--- config.mk ---
export PLATFORM = sky130hd
export DESIGN_NAME = size_merge_alu
export DESIGN_NICKNAME = d
export VERILOG_FILES = /design/src/rtl/alu_pkg.sv /design/src/rtl/alu_opnd_sel.sv /design/src/rtl/alu_exec.sv /design/src/rtl/alu_cond.sv /design/src/rtl/alu_merge.sv /design/src/rtl/size_merge_alu.sv
export SDC_FILE = /design/constraint.sdc
export NUM_CORES = 1
export LEC_CHECK = 0
export BUFFER_PORTS_ARGS = -buffer_cell sky130_fd_sc_hd__buf_2
export CAP_MARGIN = 0
export CORE_ASPECT_RATIO = 2
export CORE_UTILIZATION = 50
export DETAILED_ROUTE_END_ITERATION = 10
export PLACE_DENSITY = 0.82
export SYNTH_ARGS = -nofsm -noshare
export SYNTH_HDL_FRONTEND = slang
export SYNTH_HIERARCHICAL = 1
export SYNTH_SLANG_ARGS = --single-unit
export TNS_END_PERCENT = 5
--- constraint.sdc ---
create_clock -name clk -period 17.69 [get_ports clk]
set_clock_uncertainty 0.2 [all_clocks]
set_input_delay 0.8845 -clock clk [delete_from_list [all_inputs] [get_ports clk]]
set_output_delay 0.8845 -clock clk [all_outputs]
set_load 0.1 [all_outputs]
--- src/rtl/alu_pkg.sv ---
package alu_pkg;
  typedef enum logic [2:0] {
    OP_ADD  = 3'd0,
    OP_ADC  = 3'd1,
    OP_SUB  = 3'd2,
    OP_SBB  = 3'd3,
    OP_AND  = 3'd4,
    OP_OR   = 3'd5,
    OP_XOR  = 3'd6,
    OP_CMOV = 3'd7
  } alu_op_e;

  localparam int FLAG_W = 5;
  localparam int FL_CF  = 0;
  localparam int FL_PF  = 1;
  localparam int FL_ZF  = 2;
  localparam int FL_SF  = 3;
  localparam int FL_OF  = 4;
endpackage

--- src/rtl/alu_opnd_sel.sv ---
module alu_opnd_sel #(
  parameter int DW    = 64,
  parameter int IMM_W = 8
) (
  input  logic             use_imm,
  input  logic [DW-1:0]    src_b,
  input  logic [IMM_W-1:0] imm,
  output logic [DW-1:0]    opnd_b
);
  assign opnd_b = use_imm ? {{(DW-IMM_W){1'b0}}, imm} : src_b;
endmodule

--- src/rtl/alu_exec.sv ---
module alu_exec
  import alu_pkg::*;
#(
  parameter int DW   = 64,
  parameter int SZ_N = 4,
  parameter int SZ_W = 2
) (
  input  alu_op_e           op,
  input  logic [DW-1:0]     a,
  input  logic [DW-1:0]     b,
  input  logic [SZ_W-1:0]   size,
  input  logic [FLAG_W-1:0] flags_q,
  output logic [DW-1:0]     value,
  output logic [FLAG_W-1:0] flags_new
);
  logic            is_sub, is_logic, cin;
  logic [DW-1:0]   bx, sum_full, logic_val;
  logic [SZ_N-1:0] carry_k, zero_k, rsgn_k, asgn_k, bsgn_k;
  logic            c_sel, z_sel, rs_sel, as_sel, bs_sel;

  always_comb begin
    is_sub   = (op == OP_SUB) || (op == OP_SBB);
    is_logic = (op == OP_AND) || (op == OP_OR) || (op == OP_XOR);
    unique case (op)
      OP_ADC:  cin = flags_q[FL_CF];
      OP_SUB:  cin = 1'b1;
      OP_SBB:  cin = ~flags_q[FL_CF];
      default: cin = 1'b0;
    endcase
    bx = is_sub ? ~b : b;
    unique case (op)
      OP_AND:  logic_val = a & b;
      OP_OR:   logic_val = a | b;
      default: logic_val = a ^ b;
    endcase
  end

  assign sum_full = a + bx + DW'(cin);

  always_comb begin
    if (op == OP_CMOV)   value = b;
    else if (is_logic)   value = logic_val;
    else                 value = sum_full;
  end

  // One narrow adder per operand size yields that size's carry-out.
  for (genvar k = 0; k < SZ_N; k++) begin : g_lane
    localparam int W = 8 << k;
    logic [W:0] lane_sum;
    assign lane_sum   = {1'b0, a[W-1:0]} + {1'b0, bx[W-1:0]} + (W+1)'(cin);
    assign carry_k[k] = lane_sum[W];
    assign zero_k[k]  = (value[W-1:0] == '0);
    assign rsgn_k[k]  = value[W-1];
    assign asgn_k[k]  = a[W-1];
    assign bsgn_k[k]  = bx[W-1];
  end

  assign c_sel  = carry_k[size];
  assign z_sel  = zero_k[size];
  assign rs_sel = rsgn_k[size];
  assign as_sel = asgn_k[size];
  assign bs_sel = bsgn_k[size];

  always_comb begin
    flags_new        = '0;
    flags_new[FL_ZF] = z_sel;
    flags_new[FL_SF] = rs_sel;
    flags_new[FL_PF] = ~^value[7:0];
    if (!is_logic) begin
      flags_new[FL_CF] = is_sub ? ~c_sel : c_sel;
      flags_new[FL_OF] = (as_sel == bs_sel) && (rs_sel != as_sel);
    end
  end
endmodule

--- src/rtl/alu_cond.sv ---
module alu_cond
  import alu_pkg::*;
(
  input  logic [3:0]        cond,
  input  logic [FLAG_W-1:0] fl,
  output logic              pass
);
  logic pred;
  always_comb begin
    unique case (cond[3:1])
      3'd0: pred = fl[FL_OF];
      3'd1: pred = fl[FL_CF];
      3'd2: pred = fl[FL_ZF];
      3'd3: pred = fl[FL_CF] | fl[FL_ZF];
      3'd4: pred = fl[FL_SF];
      3'd5: pred = fl[FL_PF];
      3'd6: pred = fl[FL_SF] ^ fl[FL_OF];
      default: pred = fl[FL_ZF] | (fl[FL_SF] ^ fl[FL_OF]);
    endcase
  end
  assign pass = pred ^ cond[0];
endmodule

--- src/rtl/alu_merge.sv ---
module alu_merge #(
  parameter int DW   = 64,
  parameter int SZ_W = 2
) (
  input  logic [DW-1:0]   old_val,
  input  logic [DW-1:0]   new_val,
  input  logic [SZ_W-1:0] size,
  output logic [DW-1:0]   merged
);
  localparam int NB = DW / 8;
  logic [NB:0] nbytes;
  assign nbytes = (NB+1)'(1) << size;

  for (genvar i = 0; i < NB; i++) begin : g_byte
    assign merged[8*i +: 8] = ((NB+1)'(i) < nbytes) ? new_val[8*i +: 8]
                                                    : old_val[8*i +: 8];
  end
endmodule

--- src/rtl/size_merge_alu.sv ---
module size_merge_alu
  import alu_pkg::*;
#(
  parameter int DW    = 64,
  parameter int IMM_W = 8,
  parameter int CC_W  = 4,
  localparam int SZ_N = $clog2(DW / 8) + 1,
  localparam int SZ_W = $clog2(SZ_N)
) (
  input  logic              clk,
  input  logic              rst,
  input  logic              in_valid,
  input  logic [2:0]        op,
  input  logic              use_imm,
  input  logic [DW-1:0]     src_a,
  input  logic [DW-1:0]     src_b,
  input  logic [IMM_W-1:0]  imm8,
  input  logic [DW-1:0]     old_dst,
  input  logic [SZ_W-1:0]   size_sel,
  input  logic [FLAG_W-1:0] flag_en,
  input  logic [CC_W-1:0]   cond,
  output logic              out_valid,
  output logic [DW-1:0]     result,
  output logic [FLAG_W-1:0] flags
);
  alu_op_e           op_e;
  logic [DW-1:0]     opnd_b, value, merged;
  logic [FLAG_W-1:0] flags_new;
  logic              cond_pass;

  assign op_e = alu_op_e'(op);

  alu_opnd_sel #(.DW(DW), .IMM_W(IMM_W)) u_sel (
    .use_imm(use_imm), .src_b(src_b), .imm(imm8), .opnd_b(opnd_b)
  );

  alu_exec #(.DW(DW), .SZ_N(SZ_N), .SZ_W(SZ_W)) u_exec (
    .op(op_e), .a(src_a), .b(opnd_b), .size(size_sel), .flags_q(flags),
    .value(value), .flags_new(flags_new)
  );

  alu_cond u_cond (.cond(cond), .fl(flags), .pass(cond_pass));

  alu_merge #(.DW(DW), .SZ_W(SZ_W)) u_merge (
    .old_val(old_dst), .new_val(value), .size(size_sel), .merged(merged)
  );

  always_ff @(posedge clk) begin
    if (rst) begin
      out_valid <= 1'b0;
      result    <= '0;
      flags     <= '0;
    end else begin
      out_valid <= in_valid;
      if (in_valid) begin
        if (op_e == OP_CMOV) begin
          result <= cond_pass ? merged : old_dst;
        end else begin
          result <= merged;
          flags  <= (flags & ~flag_en) | (flags_new & flag_en);
        end
      end
    end
  end
endmodule

# Word level (Yosys, flattened, before mapping)
# Index checks and enable logic that the tools add are counted.
word_totals:
  regBits: 70
  output_inout_bits: 70
  word_cells: 94
classes:
  addsub: 10
  magnitude_cmp: 9
  eq_ne: 15
  shifts: 1
  muxes: 30
  n_bitwise: 15
  reduce_logical: 11
op_table:
  columns: ["operator", "n"]
  rows:
  - ["2-to-1 mux 64 bit", 6]
  - ["case mux 64 bit (2 select lines)", 1]
  - ["adder 64 x 64 -> 65 bit", 1]
  - ["adder 65 x 1 -> 65 bit", 1]
  - ["adder 64 x 1 -> 64 bit", 1]
  - ["adder 64 bit", 1]
  - ["bitwise AND 64 bit", 1]
  - ["zero test 64 bit", 1]
  - ["2-to-1 mux 8 bit", 8]
  - ["NOT 64 bit", 1]
  - ["bitwise OR 64 bit", 1]
  - ["bitwise XOR 64 bit", 1]
  - ["less-than comparator 3 x 9 -> 1 bit (first input constant)", 4]
  - ["adder 32 x 32 -> 33 bit", 1]
  - ["adder 33 x 1 -> 33 bit", 1]
  - ["zero test 32 bit", 1]
  - ["== test 3 bit (second input constant)", 7]
  - ["less-than comparator 1 x 9 -> 1 bit (first input constant)", 2]
  - ["less-than comparator 2 x 9 -> 1 bit (first input constant)", 2]
  - ["adder 16 x 16 -> 17 bit", 1]
  - ["adder 17 x 1 -> 17 bit", 1]
  - ["zero test 16 bit", 1]
  - ["== test 3 x 2 -> 1 bit (second input constant)", 4]
  - ["bitwise AND 5 bit", 2]
  - ["other kinds (22)", 40]

# Depth between registers and ports, before layout
depth:
  depth_word: 14
  ltp_mapped: 30
  mapped_depth_nobuf: 23

# By module
# Netlist, hierarchy kept.
by_module_without_submodules:
  columns: ["mod", "instances", "cells_per_inst", "area_each_um2", "seq_area_each_um2"]
  rows:
  - ["alu_exec", 1, 1397, 10192.3, 0.0]
  - ["size_merge_alu", 1, 387, 3464.6, 1401.3]
  - ["alu_merge", 1, 71, 711.9, 0.0]
  - ["alu_opnd_sel", 1, 71, 511.7, 0.0]
  - ["alu_cond", 1, 12, 81.3, 0.0]

# Worst setup path after synthesis
# No wires, ideal clock.
synth_timing:
  path_type: "input to register"
  startpoint: "input op[1]"
  endpoint: "register (tool-made name)"
  setup_time_ns: 0.072
  arrival_ns: 7.331
  t_required_ns: 17.418
  slack_ns: 10.087
  path_stages: 25
  n_path_buf: 7
  path_cell_list: "clkbuf_1 clkbuf_1 clkbuf_1 clkbuf_1 buf_2 nand2_1 clkbuf_1 xnor2_1 fa_1 inv_1 fa_1 nand2b_1 a21o_1 a2111oi_2 o21ai_1 a2111o_1 a21oi_1 xor2_1 o41a_1 or4_1 or4_1 o31ai_1 buf_4 nand2b_1 mux2i_1"
synth_rtl:
  columns: ["item", "line", "rtl"]
  rows:
  - ["start: declaration", "size_merge_alu.sv:13", "input logic [2:0] op,"]

==> impl_results.md <==
- DIE AREA: 30700 um2
- Final critical-path required period: 7.59 ns
- Horiz. Die Dim: about 120 um
- DRC viols: 0
- Slowest cell on crit path: buf_4
- Total power: 1.18 mW
- Largest net degree at the start of global routing: 86
- Die Y: 247 um
- Top FF cell, synth: dfxtp_1
- CTS tree: yes
- Area leader, netlist: ha_1
- Finished Cell Area: 16700 um2
- Post-synth EDFFs: 0
- ANT nets after route: 0
- Final global-route overflow total: 0
- Mapped Avg Cell Area: between 7 and 8 um2
- Setup TNS Final: 0 ns
- Rows: 89
- Crit path DAT: 7.67 ns
- Max_slew headroom: 4.38%
- Cell family with most CP delay: simple AND/OR/NAND/NOR gates
- Initial core utilization: between 50 and 60%
- Most frequent cells in the layout: buf_2 (284), nand2_1 (249), inv_1 (208), ha_1 (195), nor2_1 (138)
- Share of the synthesized area in the top cell type: 16.3%
- Achievable frequency: ~0.13 GHz
- TritonCTS Buffers: 9
- Peak supply drop: roughly 62 uV
- GPL Wtd Cong: 1.06
- Gr usage total: a little over two fifths
- Area delta synth->final: 11.7%
- First-pass DRT Iterations: 7
- Port bufs: around 290
- CTS root buf: clkbuf_16
- Number of global-route vias before repair: 16100
- Nets: around 2500
- Clock-pin slew on the worst setup and hold paths: approximately 0.060 ns
- DR vias: 15900
- Starting DRT DRC Count: 917
- Worst min-delay path category: reg2reg
- Worst Path Required: 17.76 ns
- Placed cell areas: around 16000 um2
- WHS: between 0.3 and 0.4 ns
- Final period util: between 40 and 50%
- Routed length per instance: between 20 and 30 um
- Area contributors post-synth: ha_1 (16%), dfxtp_1 (9.4%), mux4_2 (7.2%), nand2_1 (6.3%), a311oi_2 (6.0%)
- Post-CTS setup buffer count: 0
- IO Count: 288
- Pwr/cell area: 70.6 nW/um2
- Cells after synthesis: 1938
- Setup CP Type: in2reg
- Worst skew pair latency: 0.34 ns
- Vias per Instance: 6.38
- First-pass GRT wire length: 95700 um
- CP Cell Sequence: buf_2 > buf_4 > clkinv_1 > nand2_4 > buf_4 > xnor2_1 > fa_1 > a211oi_2 > o21ai_2 > a21o_1 > a21oi_1 > xor2_1 > a22oi_1 > inv_1 > ha_1 > nand4_1 > nor2_1 > or4b_1 > nor4b_2 > nand4b_1 > or4_1 > o31ai_1 > nand2b_1 > mux2i_1
- Most common cell on crit path: buf_4
- Max Cap Viol: 0
- P_leak: 7.77 nW
- Clock tree buffer depth: 2
- Yosys reg bits: 70
- Final HPWL DP: 51400 um
- Post-synth cell types: 90
- WP buf/inv: 5
- Core footprint: 29500 um2
- Synth async-reset ratio: 0%
- Ys Warns: 6
- Seq/Total Area, Yosys: 9.37%
- Initial antenna violation count: 2
- DP Cell Count: 2476
- Final std cells w/o fill: approximately 2500
- Slew at the pin closest to its max-slew limit: between 1 and 1.5 ns
- Slew Limit Fails: 0
- Critical Path End Type: register
- H-tree levels: 3
- WL final: 65700 um
- Layout cell share with drive strength beyond 1: 25.0%
- Start point of the critical path: op[2]
- CTS Hold Buffers Added: 0
- Min-Delay Startpoint: result[63]
- Worst setup SP type: primary input
- Mapped Area: 15000 um2
- Commonest non-fill, non-tap cell in the layout: buf_2
- CTS sink cnt: 70
- Crit Path Max Fanout: 58
- Mapped Nets: 2353
- Status: complete, no violations
- Final setup fails: 0
- Final Hold Fails: 0
- RSZ-0062 raised after global routing: false
- CTS resizes: 0
- Worst path max stage delay: 0.63 ns
[logic make-up after synthesis]
group	share of synthesized area [%]
AOI/OAI and AO/OA	23.9
and+or+nand+nor	19.9
adders and majority gates	16.6
DFF	9.37
xor gates and xnor gates	6.03
buffers and inverters	9.71
muxes	14.5
[synthesized netlist by cell type (all sizes together) (48+ instances only)]
cell type,number
nand2,251
inv,208
buf,63
a311oi,66
nor2,139
clkbuf,67
mux2,84
o21ai,77
ha,195
dfxtp,70
xnor2,92
a21oi,111
mux4,48
nor2b,64
[area by class of cell]
class | instances | area [um2]
Clock inverter | 6 | 133
Fill cell | 2760 | 12800
Timing Repair Buffer | 305 | 1580
Inverter | 210 | 788
Multi-Input combinational cell | 1528 | 12100
Clock buffer | 10 | 239
Antenna cell | 2 | 5.00
Sequential cell | 70 | 1400
Tap cell | 364 | 455
[worst min-delay path, stage by stage, from the launching register on]
cell	delay (ns)
dfxtp_1	0.32
nor2_1	0.09
a311oi_1	0.05
[where the power goes]
part	leakage, nW	internal, mW	switching (mW)
logic	7.01	0.246	0.523
clock network	0.179	0.156	0.0725
registers	0.581	0.173	0.0101
total	7.77	0.575	0.605
[stage by stage]
| stage | util, % | worst slack, ns |
|---|---|---|
| after floorplan | - | 10.09 |
| after global routing | 56.6 | 9.72 |
| after CTS | 56.6 | 10.20 |
| after detailed placement | 55.3 | 9.85 |
| after global placement | 55.3 | 9.94 |
| final | 56.7 | 10.10 |
[layer usage]
metal  wire length [um]  track usage [%]  share of wire, %  up-vias
li1                   -                -                 -     7234
met5                 13                0             0.020        -
met2              32400             74.8                49      778
met4               9890             51.5                15        2
met1              19500             35.6                30     7540
met3               3760             8.25               5.7      368
[registers in the layout, indices dropped and copies added, names as in the netlist, named ones only]
name / count
out_valid: 1
result: 64
[worst paths after layout]
| check | to | slack (ns) | cells after the start |
|---|---|---|---|
| max | register | 10.10 | 24 |
| min | result[63] | 0.31 | 2 |
| max reg2reg | register | 12.07 | 21 |
| min reg2reg | result[63] | 0.31 | 2 |
Note: power is estimated with default switching activity, not from simulation.
